--- src/rtl/link_ctrl_pkg.sv ---
package link_ctrl_pkg;
  localparam int unsigned NFLAG = 5;
  // flag index -> word bit position (software decodes these)
  localparam int FLAG_POS [NFLAG] = '{9, 10, 20, 21, 22};
  localparam int IDX_SID = 0;
  localparam int IDX_PHY = 1;
  localparam int IDX_TEN = 2;
  localparam int IDX_MST = 3;
  localparam int IDX_SRC = 4;

  localparam logic [7:0] OFS_BUDGET = 8'hDC;
  localparam logic [7:0] OFS_SET    = 8'hE0;
  localparam logic [7:0] OFS_CLR    = 8'hE4;

  typedef enum logic [1:0] {
    ACC_NONE,
    ACC_BUDGET,
    ACC_SET,
    ACC_CLR
  } acc_e;
endpackage

--- src/rtl/link_ctrl_decode.sv ---
module link_ctrl_decode
  import link_ctrl_pkg::*;
#(
  parameter int unsigned ADDR_W = 8
) (
  input  logic [ADDR_W-1:0] addr_i,
  output acc_e              sel_o
);
  always_comb begin
    if (addr_i == ADDR_W'(OFS_BUDGET))   sel_o = ACC_BUDGET;
    else if (addr_i == ADDR_W'(OFS_SET)) sel_o = ACC_SET;
    else if (addr_i == ADDR_W'(OFS_CLR)) sel_o = ACC_CLR;
    else                                 sel_o = ACC_NONE;
  end
endmodule

--- src/rtl/link_ctrl_flags.sv ---
module link_ctrl_flags
  import link_ctrl_pkg::*;
(
  input  logic             clk_i,
  input  logic             rst_ni,
  input  logic             sw_rst_i,
  input  logic             set_we_i,
  input  logic             clr_we_i,
  input  logic [NFLAG-1:0] wbits_i,
  input  logic             ctl_i,
  output logic [NFLAG-1:0] flags_o
);
  logic [NFLAG-1:0] flags_q, flags_d;

  always_comb begin
    flags_d = flags_q;
    if (set_we_i) flags_d = flags_d | wbits_i;
    if (clr_we_i) flags_d = flags_d & ~wbits_i;
    if (ctl_i)    flags_d[IDX_MST] = 1'b0;  // auto-clear beats set
    if (sw_rst_i) begin
      flags_d          = '0;
      flags_d[IDX_SRC] = flags_q[IDX_SRC];
    end
  end

  always_ff @(posedge clk_i or negedge rst_ni) begin
    if (!rst_ni) flags_q <= '0;
    else         flags_q <= flags_d;
  end

  assign flags_o = flags_q;
endmodule

--- src/rtl/link_ctrl_budget.sv ---
module link_ctrl_budget #(
  parameter int unsigned BUDGET_W = 8
) (
  input  logic                clk_i,
  input  logic                rst_ni,
  input  logic                we_i,
  input  logic [BUDGET_W-1:0] wdata_i,
  output logic [BUDGET_W-1:0] q_o
);
  always_ff @(posedge clk_i or negedge rst_ni) begin
    if (!rst_ni)   q_o <= '0;
    else if (we_i) q_o <= wdata_i;
  end
endmodule

--- src/rtl/link_ctrl_regs.sv ---
module link_ctrl_regs
  import link_ctrl_pkg::*;
#(
  parameter int unsigned ADDR_W   = 8,
  parameter int unsigned DATA_W   = 32,
  parameter int unsigned BUDGET_W = 8
) (
  input  logic                clk_i,
  input  logic                rst_ni,
  input  logic                sw_rst_i,
  input  logic [ADDR_W-1:0]   addr_i,
  input  logic                wr_en_i,
  input  logic [DATA_W-1:0]   wdata_i,
  output logic [DATA_W-1:0]   rdata_o,
  input  logic                cyc_too_long_i,
  output logic                cyc_src_o,
  output logic                cyc_master_o,
  output logic                cyc_tmr_en_o,
  output logic                rx_phy_pkt_o,
  output logic                rx_self_id_o,
  output logic [BUDGET_W-1:0] budget_o
);
  acc_e             sel;
  logic [NFLAG-1:0] wbits;
  logic [NFLAG-1:0] flags;
  logic [DATA_W-1:0] flag_word;
  logic             unused_wdata;

  assign unused_wdata = ^wdata_i;

  link_ctrl_decode #(.ADDR_W(ADDR_W)) u_dec (
    .addr_i (addr_i),
    .sel_o  (sel)
  );

  for (genvar g = 0; g < NFLAG; g++) begin : g_wbit
    assign wbits[g] = wdata_i[FLAG_POS[g]];
  end

  link_ctrl_flags u_flags (
    .clk_i    (clk_i),
    .rst_ni   (rst_ni),
    .sw_rst_i (sw_rst_i),
    .set_we_i (wr_en_i && sel == ACC_SET),
    .clr_we_i (wr_en_i && sel == ACC_CLR),
    .wbits_i  (wbits),
    .ctl_i    (cyc_too_long_i),
    .flags_o  (flags)
  );

  link_ctrl_budget #(.BUDGET_W(BUDGET_W)) u_budget (
    .clk_i   (clk_i),
    .rst_ni  (rst_ni),
    .we_i    (wr_en_i && sel == ACC_BUDGET && !sw_rst_i),
    .wdata_i (wdata_i[BUDGET_W-1:0]),
    .q_o     (budget_o)
  );

  always_comb begin
    flag_word = '0;
    for (int i = 0; i < NFLAG; i++) flag_word[FLAG_POS[i]] = flags[i];
  end

  always_comb begin
    rdata_o = '0;
    unique case (sel)
      ACC_BUDGET:       rdata_o[BUDGET_W-1:0] = budget_o;
      ACC_SET, ACC_CLR: rdata_o = flag_word;
      default:          rdata_o = '0;
    endcase
  end

  assign cyc_src_o    = flags[IDX_SRC];
  assign cyc_master_o = flags[IDX_MST];
  assign cyc_tmr_en_o = flags[IDX_TEN];
  assign rx_phy_pkt_o = flags[IDX_PHY];
  assign rx_self_id_o = flags[IDX_SID];
endmodule

--- config.mk ---
export PLATFORM = sky130hd
export DESIGN_NAME = link_ctrl_regs
export DESIGN_NICKNAME = d
export VERILOG_FILES = /design/src/rtl/link_ctrl_pkg.sv /design/src/rtl/link_ctrl_decode.sv /design/src/rtl/link_ctrl_flags.sv /design/src/rtl/link_ctrl_budget.sv /design/src/rtl/link_ctrl_regs.sv
export SDC_FILE = /design/constraint.sdc
export NUM_CORES = 1
export LEC_CHECK = 0
export BUFFER_PORTS_ARGS = -buffer_cell sky130_fd_sc_hd__buf_4
export CORE_MARGIN = 2
export CORE_UTILIZATION = 34
export CTS_CLUSTER_DIAMETER = 120
export CTS_CLUSTER_SIZE = 20
export DETAILED_ROUTE_END_ITERATION = 12
export GPL_ROUTABILITY_DRIVEN = 0
export PLACE_DENSITY = 0.78
export SYNTH_ARGS = -nofsm -noshare
export SYNTH_HDL_FRONTEND = slang
export SYNTH_SLANG_ARGS = --single-unit
--- constraint.sdc ---
create_clock -name clk_i -period 1.1 [get_ports clk_i]
set_input_delay 0.055 -clock clk_i [delete_from_list [all_inputs] [get_ports clk_i]]
set_output_delay 0.055 -clock clk_i [all_outputs]
set_load 0.005 [all_outputs]
* Yosys cells after proc, flatten, opt, wreduce, memory -nomap -nowiden *
Cells that the tools add are included.

storage, ports and cells
  register bits after elaboration = 13
  bits of input ports = 45
  output and inout port bits = 45
  word-level logic and storage cells = 27

cells by class
  equality and inequality tests = 6
  mux-type cells = 9
  bitwise operators = 3
  reductions and logical operators = 6

operators with widths
  operator                                             count
  equality test 8 bit, second input constant           3
  two-way mux 15 bit                                   1
  two-way mux 5 bit                                    2
  two-way mux 8 bit                                    1
  two-way mux 2 bit                                    3
  AND 5 bit                                            1
  inverter 5 bit                                       1
  bitwise OR 5 bit                                     1
  equality test 2 bit, second input constant           2
  logical AND 1 bit                                    4
  two-way mux 4 bit                                    1
  equality test 2 x 1 -> 1 bit, second input constant  1
  OR reduction 2 bit                                   1
  logical NOT 1 bit                                    1
  two-way mux 1 bit                                    1

* Depth between registers and ports, before layout *
Gate-level depths: netlist of run 1.

  depth after elaboration = 11
  depth in mapped cells = 3
  mapped depth without buffers = 3

* Hierarchy *
Synthesis of run 1 repeated with hierarchy kept, for this count alone.

unflattened totals
  cell total of the unflattened synthesis = 78
  area total of the unflattened synthesis = 895.9 um^2

modules (own cells, without submodules)
  module            instances  cells an instance  area each (um^2)  sequential area each (um^2)
  link_ctrl_budget  1          17                 331.6             200.2
  link_ctrl_regs    1          38                 306.5             0.0
  link_ctrl_flags   1          17                 210.2             125.1
  link_ctrl_decode  1          6                  47.5              0.0

* Worst setup path after synthesis of run 1 *
No wires, ideal clock.

  kind = input to register
  from = input port addr_i[0]
  to = register u_budget.q_o[0]
  library setup time = 125 ps
  arrival time = 1081 ps
  data required time = 975 ps
  setup slack = -106 ps
  stages = 3
  path buffers = 0
  cells stage by stage = nand4bb_4 > nor4_4 > mux2_2

on the way
  cells in the longest elaborated chain, start to end = 7
  elaborated cells on any way between the ends = 9
  those cells by class = eq/ne: 4; mux: 3; reduce/logical: 2

RTL lines
  what                               line                    source
  start, declared                    link_ctrl_regs.sv:11    input logic [ADDR_W-1:0] addr_i,
  equality test 8 bit                link_ctrl_decode.sv:12  else if (addr_i == ADDR_W'(OFS_CLR)) sel_o = ACC_CLR;
  two-way mux 2 bit                  link_ctrl_decode.sv:12
  two-way mux 2 bit                  link_ctrl_decode.sv:11  else if (addr_i == ADDR_W'(OFS_SET)) sel_o = ACC_SET;
  two-way mux 2 bit *                link_ctrl_decode.sv:10  if (addr_i == ADDR_W'(OFS_BUDGET)) sel_o = ACC_BUDGET;
  equality test 2 x 1 -> 1 bit *     link_ctrl_regs.sv:54    .we_i (wr_en_i && sel == ACC_BUDGET && !sw_rst_i),
  logical AND 1 bit * (2 in series)  link_ctrl_regs.sv:54
  end signal, assigned               link_ctrl_budget.sv:12  else if (we_i) q_o <= wdata_i;
  end, declared                      link_ctrl_budget.sv:8   output logic [BUDGET_W-1:0] q_o

Mark *: on every way between the ends. The rest lies on a longest branch, timed or not.
A chain may end at the register's enable or synchronous reset.

* Final worst setup path of run 1 *
  from = input port addr_i[1]
  to = register u_budget.q_o[5]

Same word-level chain as after synthesis.

==> results of run 1 <==
[stage by stage]
stage	utilization, %	total power, uW
floorplan	-	596
global placement	51.8	660
detailed placement	51.8	664
CTS	55.3	977
global route	57.7	1030
finish	57.7	966
[layer usage]
layer  GRT usage [%]  routed length [um]  part of all wire [%]  vias to the layer above
met4            5.00                   0                     0                        0
met5               0                   0                     0                        -
li1                -                   -                     -                      361
met1            16.8                 803                    38                      340
met2            28.1                1060                    50                       54
met3            3.55                 242                    12                        0
[cells by family (layout without fill, tap and decap cells)]
family	after synthesis	after routing	synth area share [%]
flip-flops	13	13	37.7
buffers and inverters	21	67	17.4
other	1	19	0.435
AND/OR/NAND/NOR	31	31	28.0
multiplexers	13	13	16.4
[synth_stat cells]
library cell / number / area, um^2
nand4b_1: 2 / 17.5
conb_1: 1 / 3.75
nand2b_1: 3 / 18.8
inv_1: 2 / 7.51
mux2i_1: 4 / 40.0
or2_2: 1 / 6.26
nor4_4: 1 / 21.3
nand4bb_4: 1 / 27.5
and4bb_2: 2 / 25.0
nand3_1: 4 / 20.0
nor4b_1: 1 / 8.76
and2_1: 13 / 81.3
mux2_2: 9 / 101
dfrtp_1: 13 / 325
nor2_1: 2 / 7.51
buf_4: 19 / 143
nor3b_1: 1 / 7.51
[how the worst max path moves through the flow]
stage | slack [ps] | endpoint | from | cells past startpoint
floorplan | -110 | u_budget.q_o[0]$_DFFE_PN0P_ | addr_i[0] | 3
global placement | -180 | u_budget.q_o[6]$_DFFE_PN0P_ | addr_i[0] | 5
detailed placement | -210 | u_budget.q_o[2]$_DFFE_PN0P_ | addr_i[0] | 5
CTS | -20 | rdata_o[21] | addr_i[1] | 6
global route | -30 | u_budget.q_o[6]$_DFFE_PN0P_ | addr_i[1] | 6
finish | -1 | u_budget.q_o[5]$_DFFE_PN0P_ | addr_i[1] | 6
[power by group]
part | total, uW | leakage [uW] | internal, uW | switching, uW
logic | 182 | 0.000571 | 110 | 71.4
registers | 494 | 0.000176 | 486 | 7.36
clock network | 291 | 0.0000150 | 140 | 151
[area by class of cell]
class	count	area, um^2
fillers	227	1030
multi-input cells	63	514
repair buffers	61	493
flip-flops and latches	13	325
well taps	30	37.5
clock buffers	4	26.3
inverters	2	7.51
[state kept, by name (all words and copies together) (netlist names), named ones only]
register         flops
u_budget.q_o         8
u_flags.flags_o      4
[repair_timing]
action                                 4_1_cts  5_1_grt
endpoints found under the hold margin       14        0
setup endpoints to repair                    5       19
hold buffers                                 2        0
resized for setup                            9       15
buffers inserted                             1        0
pin swaps                                    7        1
==> flow_results.org, run 1 <==
** Outcome
- Status :: finished with violations
- Violated checks :: setup timing

** Placement
- During placement, the flow inserted port buffers numbering 51.
- Number of cells after detailed placement :: 166
- Detail Placement HPWL :: 1660 um
- Prior to clock tree synthesis, the placed netlist has a worst setup slack of -215 ps.
- Placed Instance Area :: 1260 um^2

** Setup path
- The endpoint identified for the worst register-to-register timing path is u_flags.flags_o[3]$_DFF_PN0_.
- Required time at the worst-slack endpoint :: 1250 ps
- Cell repeated most along the worst path :: buf_6
- Crit path buffers/inverters :: 3
- STA classifies the critical path startpoint as a primary input.
- The worst register-to-register path has a setup slack of 190 ps.
- For the worst flop-to-flop path, the logic depth is 2.
- Slowest stage cell, crit path :: mux2_4
- STA classifies the critical path endpoint as a register.
- In this run the critical register-to-register path is launched from u_flags.flags_o[3]$_DFF_PN0_.
- The largest single stage delay on the critical path is 310 ps.
- In this run the worst path has a maximum fanout of 8.
- Data arrives at the worst endpoint at 1260 ps.
- Walking the worst path, the cells encountered are buf_6 -> nand4bb_4 -> buf_6 -> nor4_4 -> buf_6 -> mux2_4.
- Critical path type :: primary input to register
- Kind of cell adding the most delay to the critical path :: simple AND/OR/NAND/NOR gates

** STA
- After layout, the worst setup slack is -1.34 ps.
- The total count of hold-check failures in the final report was 0.
- Static timing analysis puts the maximum clock frequency at 908 MHz.
- Final critical-path share of the clock period :: 100%
- Smallest hold slack :: 8.27 ps
- Setup repair after global routing could not meet its margin everywhere.
- Min Tclk post-route :: 1100 ps
- Clock Skews :: 0 ps
- Number of max-slew violations in the final report :: 0
- Final TNS setup :: -1.34 ps
- Final count of negative-setup-slack endpoints :: 1

** GRT
- Initial antenna violation count :: 0
- All-layer global routing usage :: 15.2%
- Largest net degree at the start of global routing :: 14
- Via count of the first global-routing pass :: 750
- For this run the aggregate overflow at the end of global routing stands at 0.
- The first global-routing pass estimated 3200 um of wire.

** Drt
- In this run the remaining antenna-violating nets after routing total 0.
- For this run, design rule violations remaining after detail routing come to 0.
- Summing over every cut layer, the via total after detailed routing is 755.
- Dividing the detail-routed wire length by the instance count gives 12.2 um.
- Via/cell ratio :: 4.36
- Aggregate routed wire length :: 2100 um
- The first detailed-routing pass ran for 2 iterations.
- Iteration-0 DRC Markers :: 4

** Hold path
- The worst hold path was traced through 2 stages.
- Worst-case hold path end point :: u_budget.q_o[1]$_DFFE_PN0P_
- In this run the worst hold path is classified as primary input to register.
- Hold path startpoint :: wdata_i[1]

** Floorplanning
- In this run the vertical extent of the chip is 54.4 um.
- Die Span X :: 54.4 um
- Std-Cell Core Area :: 2430 um^2
- Overall die area :: 2950 um^2
- Once the floorplan was initialized, standard cells occupied 35.4% of the core.
- Number of primary I/O pins :: 90
- The floorplan has 18 rows.

** Yosys
- Synthesis warning total :: 0
- Register bit total from synthesis :: 13
- Mean cell area of the mapped netlist :: 10.9 um^2
- Post-Synthesis Cells :: 79
- Summing every instance area after synthesis gives 862 um^2.
- Yosys mapped the design onto 17 distinct sky130hd cell types.
- Share of the yosys chip area belonging to registers :: 37.7%

** Power
- In this run the power density over the cells is 688 nW/um^2.
- The analysis attributes to cell leakage a power of 0.000762 uW.
- IR analysis of the VDD net gives a maximum drop of 0.000497 V.

** Clock tree
- In this run the number of H-tree levels came out at 1.
- The clock reaches the later pin of the worst-skew pair after 270 ps.
- Buffer type at the clock tree root :: clkbuf_4
- Counting the buffers created by CTS gives 3.
- Reg clk slew, reported paths :: 80 ps
- TritonCTS built the clock tree.
- Largest buffer count on any clock path :: 2
- Clock tree synthesis found a total of 13 sinks.

** Finish
- Most frequent standard cell in the layout excluding fill and tap cells :: buf_4
- Final antenna diode count :: 0
- Fraction of layout cells with a size suffix above 1 :: 58.0%
- The final layout contains 189 nets.
- The library cells used most frequently in the layout, excluding fill and tap cells, are buf_4, conb_1, dfrtp_1.
- From synthesis to final layout, the design area changed by 62.8%.
- For this run, the number of standard cells in the final layout without fillers is 173.
- Area of all placed cells without fillers :: 1400 um^2

** Job
- Across the run, the number of max-cap violations was 0.
Note: power is estimated with default switching activity, not from simulation.
==> inputs of run 2 (changes only) <==
--- a/config.mk
+++ b/config.mk
@@ -13,6 +13,8 @@
 export DETAILED_ROUTE_END_ITERATION = 12
 export GPL_ROUTABILITY_DRIVEN = 0
 export PLACE_DENSITY = 0.78
+export SETUP_SLACK_MARGIN = 0.4
+export SLEW_MARGIN = 20
 export SYNTH_ARGS = -nofsm -noshare
 export SYNTH_HDL_FRONTEND = slang
 export SYNTH_SLANG_ARGS = --single-unit
==> run 2 against run 1 <==
  * The flow still finishes with violations (setup timing)
  * Setup slack worse by 31 ps
  * Hold slack better by 5.0 ps
  * Non-clock buffer count increased by 4
  * Critical path type unchanged
  * Sequential cell count is the same
==> flow_results.org, run 2 (synthesis gave the netlist of run 1 again) <==
** Outcome
- Status :: finished with violations
- Violated checks :: setup timing

** Drt
- The number of detailed-routing iterations run before antenna repair came to 3 (+1).
- The detailed-route vias per instance was 4.42 (+1.4%).
- The total wire length after detailed routing came to 2200 um (+4.6%).
- The violation count after the first detailed-route iteration came to 3 (-1).
- Via count of the routed design :: 783 (+3.7%)
- The average wire per standard cell is 12.4 um (+2.3%).
- The number of nets still failing antenna checks after routing came to 0 (unchanged).
- The final routed DRC violation total came to 0 (unchanged).

** Floorplanning
- Std-Cell Core Area :: 2430 um^2 (unchanged)
- Number of primary I/O pins :: 90 (unchanged)
- Floorplan die height :: 54.4 um (unchanged)
- The site row count is 18 (unchanged).
- The width of the chip was 54.4 um (unchanged).
- The initial core utilization is 35.4% (unchanged).
- The total die area was 2950 um^2 (unchanged).

** Setup path
- Kind of capture point of the worst setup path :: register
- By startpoint and endpoint, the worst setup path is classified as primary input to register.
- The largest driver fanout on the critical path is 8 (unchanged).
- Crit path buffers/inverters :: 3 (unchanged)
- Maximum single-stage delay on the critical path :: 330 ps (+20 ps)
- CP Cell Sequence :: buf_6 -> nand4bb_4 -> buf_4 -> nor4_4 -> buf_6 -> mux2_2
- Worst Setup SP :: addr_i[1]
- Reg-to-Reg Start :: u_flags.flags_o[3]$_DFF_PN0_
- Data arrival, critical path :: 1280 ps (+20 ps)
- Kind of launch point of the worst setup path :: primary input
- Among the stages of the critical path, the cell type that occurs most often is buf_6.
- Required time at the worst-slack endpoint :: 1250 ps (about the same)
- Among all stages on the critical path, the largest delay is contributed by mux2_2.
- Kind of cell adding the most delay to the critical path :: simple AND/OR/NAND/NOR gates

** STA
- RSZ-0062 raised after global routing :: true
- Hold violation count in the final report :: 0 (unchanged)
- Final TNS setup :: -180 ps (-179 ps)
- Least setup slack across all paths after layout :: -32.6 ps (-31.3 ps)
- Min Tclk post-route :: 1130 ps (+31.3 ps)
- Number of max-slew violations in the final report :: 0 (unchanged)
- Clock Skews :: 0 ps (unchanged)
- Final count of negative-setup-slack endpoints :: 9 (+8)
- Maximum clock frequency :: 883 MHz (-2.8%)
- Final critical-path share of the clock period :: 103% (+2.8 points)

** GRT
- The global route total overflow came to 0 (unchanged).
- Global-route met1 utilization :: 16.4% (-0.43 points)
- The global-route met2 utilization was 29.5% (+1.4 points).
- The maximum number of pins on one net before global-route repair came to 14 (unchanged).
- The wire length of the first global-routing pass was 3280 um (+2.6%).
- The global routing stage identified its most utilized layer as met2.
- The met3 track demand over resource in global routing was 4.10% (+0.55 points).
- The initial antenna violation count was 0 (unchanged).
- The global routing usage summed across all routing layers came to 15.7% (+0.54 points).
- The via count of the first global-routing pass is 783 (+4.4%).

** Clock tree
- The total CTS buffers came to 3 (unchanged).
- TritonCTS built the clock tree.
- The clock latency at the later pin of the worst-skew pair came to 270 ps (about the same).
- Largest buffer count on any clock path :: 2 (unchanged)
- The clock transition time at the flip-flop clock pins of the worst setup and hold paths is 80 ps (about the same).
- The number of hold-repair buffers added at the cts stage was 1 (-1).
- CTS H-tree lvls :: 1 (unchanged)
- The total clock sinks came to 13 (unchanged).
- Clock tree synthesis selected as its root buffer the cell clkbuf_4.

** Finish
- Largest register FFs :: 8 (unchanged)
- Leaving out fill and tap cells, the most frequent cell in the layout is buf_4.
- Top register by number of flip-flops :: u_budget.q_o
- The final layout net count is 193 (+2.1%).
- Compared with the post-synthesis result, the final layout area differs by 75.5%.
- The share of cells above drive strength 1 is 63.3% (+5.2 points).
- Most used cells in the layout excluding fill and tap cells :: buf_4, buf_6, conb_1, dfrtp_1
- The post-route non-filler standard cell count is 177 (+2.3%).
- The count of inserted antenna diode cells was 0 (unchanged).

** Placement
- The placed wire-length estimate after detailed placement is 1700 um (+2.6%).
- Number of cells after detailed placement :: 168 (+1.2%)
- Post-place setup slack :: -227 ps (-12.1 ps)
- Number of input and output port buffers inserted :: 51 (unchanged)

** Power
- The highest ir drop seen on vdd came to 0.000514 V (+3.5%).
- Leakage power :: 0.000801 uW (+5.2%)
- The power per cell area is 641 nW/um^2 (-6.9%).

** Hold path
- Path type of the worst min-delay path :: primary input to register
- The startpoint identified for the worst hold timing path is wdata_i[5].

** Job
- Maximum Capacitance Violations :: 0 (unchanged)
-- run 2: cell count changes in the layout (fill, tap and decap cells not counted) --
cell / previous run / this run
mux2_2: 1 / 8
nand2b_1: 3 / 2
nand3_4: 0 / 1
buf_4: 51 / 38
buf_6: 8 / 26
nor3b_2: 0 / 1
nand3_2: 0 / 2
mux2_4: 8 / 1
dlygate4sd3_1: 2 / 1
nor3b_1: 1 / 0
nand2b_4: 0 / 1
nor2_2: 1 / 0
nor2_4: 0 / 1
nand3_1: 4 / 1
-- run 2: layout make-up --
class	instances	area, um^2
fill	192	920
inverter	2	7.51
timing repair buffer	65	588
sequential	13	325
multi-input combinational	63	528
tap	30	37.5
clock buffer	4	26.3
-- run 2: metrics by stage --
stage | util (%) | total power (uW) | hold slack (ps) | instance area [um^2]
detailed placement | 53.0 | 668 | -93.4 | 1290
CTS | 60.0 | 980 | 3.25 | 1460
finish | 62.2 | 969 | 13.3 | 1510
global placement | 53.0 | 665 | -98.5 | 1290
floorplan | - | 597 | -241 | 945
global route | 62.2 | 1030 | -5.55 | 1510
-- run 2: metal layers --
layer | routed length, um | vias up
met5 | 0 | -
met3 | 273 | 0
met1 | 785 | 360
li1 | - | 368
met4 | 0 | 0
met2 | 1140 | 55
-- run 2: repair_timing --
action                                  4_1_cts  5_1_grt
hold endpoints to repair                     13        1
setup buffers                                 1        3
pin swaps                                     8        1
gates resized for setup                      33        6
endpoints found under the setup margin       38       39
-- run 2: final timing paths --
check / endpoint / slack (ps) / cells past startpoint
setup / recovery: u_budget.q_o[1]$_DFFE_PN0P_ / -30 / 6
min in group asynchronous: u_budget.q_o[5]$_DFFE_PN0P_ / 150 / 2
setup reg to reg: u_flags.flags_o[3]$_DFF_PN0_ / 160 / 2
hold reg to reg: u_budget.q_o[3]$_DFFE_PN0P_ / 560 / 1
hold / removal: u_budget.q_o[5]$_DFFE_PN0P_ / 10 / 2
max in group asynchronous: u_flags.flags_o[0]$_DFF_PN0_ / 790 / 2
-- run 2: power breakdown --
group	leakage [uW]	internal, uW	switching (uW)
sequential	0.000176	487	8.57
clock	0.0000150	140	145
combinational	0.000610	114	75.4
==> inputs of run 3 (changes only) <==
==> constraint.sdc (replaced) <==
create_clock -name clk_i -period 1.2 [get_ports clk_i]
set_input_delay 0.06 -clock clk_i [delete_from_list [all_inputs] [get_ports clk_i]]
set_output_delay 0.06 -clock clk_i [all_outputs]
set_load 0.005 [all_outputs]
==> run 3 against run 2 <==
  * The run now ends clean
  * Clock power decreased by 5%
  * Utilization rose by 1.3 points
  * Wire length rose by 3.2%
  * Highest routed layer unchanged
==> flow_results.org, run 3 (synthesis gave the netlist of run 1 again) <==
** Finish
- Most frequent standard cell in the layout excluding fill and tap cells :: buf_4
- Number of nets at the end of the flow :: 193 (unchanged)
- Area of all placed cells without fillers :: 1550 um^2 (+2.2%)
- The area of the multi-input gates is 539 um^2 (+2.1%).
- Area occupied by registers :: 325 um^2 (unchanged)
- The number of flip-flops under the largest register name was 8 (unchanged).
- Post-Route Utilization :: 63.5% (+1.3 points)
- The count of inserted antenna diode cells was 0 (unchanged).
- The layout filler cell count is 193 (+0.52%).
- Compared with the post-synthesis result, the final layout area differs by 79.2%.
- The share of cells above drive strength 1 was 64.6% (+1.4 points).
- Counting flops per register, the top entry is u_budget.q_o.
- The library cells used most frequently in the layout, excluding fill and tap cells, are buf_4, buf_6, conb_1, and2_4, dfrtp_1.

** Clock tree
- The clock latency at the later pin of the worst-skew pair was 270 ps (about the same).
- CTS tree :: yes
- CTS sink cnt :: 13 (unchanged)
- Largest buffer count on any clock path :: 2 (unchanged)
- Buffer type at the clock tree root :: clkbuf_4
- Number of buffers created by CTS :: 3 (unchanged)
- The clock transition time at the flip-flop clock pins of the worst setup and hold paths is 80 ps (about the same).
- The number of levels in the clock H-tree is 1 (unchanged).

** Floorplanning
- Number of primary I/O pins :: 90 (unchanged)
- Die Span X :: 54.4 um (unchanged)
- The site row count was 18 (unchanged).
- Std-Cell Core Area :: 2430 um^2 (unchanged)
- Initial Utilization :: 35.4% (unchanged)
- The height of the die is 54.4 um (unchanged).
- The total die area is 2950 um^2 (unchanged).

** Power
- Leakage power :: 0.000811 uW (+1.2%)
- Power density normalized to cell area :: 586 nW/um^2 (-8.5%)
- The highest ir drop seen on vdd was 0.000417 V (-19%).

** STA
- Smallest hold slack :: 12.0 ps (-1.32 ps)
- Hold violation count in the final report :: 0 (unchanged)
- Final TNS setup :: 0 ps (+180 ps)
- Final count of negative-setup-slack endpoints :: 0 (-9)
- Subtracting the final worst setup slack from the clock period gives 1110 ps.
- Of the available clock period, the critical path in the final layout requires 92.6%.
- The final number of max-transition violations is 0 (unchanged).
- Clock Skews :: 0 ps (unchanged)
- Maximum clock frequency :: 899 MHz
- Setup repair after global routing could not meet its margin everywhere.

** Setup path
- The worst register-to-register path ends at u_flags.flags_o[3]$_DFF_PN0_.
- The arrival time at the worst endpoint is 1050 ps (-230 ps).
- The register-to-register path setup slack is 260 ps (+100 ps).
- The worst setup path is captured at an output pin.
- The critical path starts at addr_i[1].
- Required time at the worst-slack endpoint :: 1140 ps (-110 ps)
- Worst reg2reg path depth :: 2 (unchanged)
- Critical path type :: primary input to output pin
- The worst setup path is launched from a primary input.
- The worst register-to-register path begins at u_flags.flags_o[3]$_DFF_PN0_.
- End of the critical path :: rdata_o[20]
- Crit Path Max Fanout :: 5 (-3)

** Placement
- Placed Instance Area :: 1240 um^2 (-4.1%)
- The placed wire-length estimate after detailed placement is 1690 um (-0.92%).
- Number of input and output port buffers inserted :: 51 (unchanged)

** Outcome
- Status :: completed

** Drt
- The number of nets still failing antenna checks after routing was 0 (unchanged).
- The number of vias after detailed routing is 783 (unchanged).
- The violation count after the first detailed-route iteration came to 2 (-1).
- DRC violations left :: 0 (unchanged)
- The detailed-route vias per instance was 4.42 (unchanged).
- Pre-antenna DRT Iters :: 2 (-1)
- The average wire per standard cell is 12.8 um (+3.2%).
- The total wire length after detailed routing was 2270 um (+3.2%).

** GRT
- The global route total overflow came to 0 (unchanged).
- The wire length of the first global-routing pass was 3050 um (-7.2%).
- The initial antenna violation count came to 0 (unchanged).
- The via count of the first global-routing pass was 706 (-9.8%).
- Largest net degree at the start of global routing :: 14 (unchanged)
- The global routing usage summed across all routing layers was 14.6% (-1.1 points).

** Hold path
- In this run the worst hold path is classified as primary input to register.

** Job
- The total of max-cap violations came to 0 (unchanged).
[run 3: cell types whose count changed in the layout (fill, tap and decap cells not counted), sizes merged]
cell / delta
buf: -1
dlygate4sd3: +1
[run 3: critical path: stages]
cell       delay [ps]
buf_6              90
nand4bb_4         240
nor4b_4           250
buf_4             190
and2_4            140
buf_6              80
[run 3: cell type report]
type | count | area share (%)
multi-input cells | 63 | 34.9
well taps | 30 | 2.43
inverters | 2 | 0.486
clock buffers | 4 | 1.70
repair buffers | 65 | 39.4
flip-flops and latches | 13 | 21.1
[run 3: through the flow]
stage	setup WS [ps]	instances	power (uW)
6_report	88.3	177	906
5_1_grt	25.2	177	944
4_1_cts	81.1	171	890
3_5_place_dp	-119	163	605
3_3_place_gp	-81.3	163	601
2_1_floorplan	-10.8	97	546
[run 3: power by group]
part	internal, uW	switching, uW	total [uW]	leakage [uW]
clock	129	142	271	0.0000150
sequential	446	9.34	455	0.000176
combinational	111	68.7	180	0.000620
[run 3: worst min-delay path by stage]
stage	startpoint	to	slack (ps)	depth (start not counted)
after detailed placement	rst_ni	u_budget.q_o[4]$_DFFE_PN0P_	-90	1
after global routing	wdata_i[0]	u_budget.q_o[0]$_DFFE_PN0P_	10	2
after floorplan	rst_ni	async pin	-240	0
after CTS	wdata_i[3]	u_budget.q_o[3]$_DFFE_PN0P_	10	2
final	wdata_i[3]	u_budget.q_o[3]$_DFFE_PN0P_	10	2
after global placement	rst_ni	u_budget.q_o[4]$_DFFE_PN0P_	-90	1
[run 3: what timing repair did]
action / in CTS / in global routing
gates resized for setup: 23 / 33
hold buffers: 2 / 0
cloned: 0 / 0
pin swaps: 8 / 3
buffers inserted: 2 / 6
setup endpoints to repair: 35 / 35
endpoints found under the hold margin: 14 / 0
[run 3: per-layer routing]
layer / up-vias / GRT usage [%] / part of all wire, %
met5: - / 0 / 0
met4: 0 / 5.00 / 0
met3: 0 / 4.10 / 12
met2: 57 / 27.9 / 51
met1: 361 / 14.8 / 37
li1: 365 / - / -
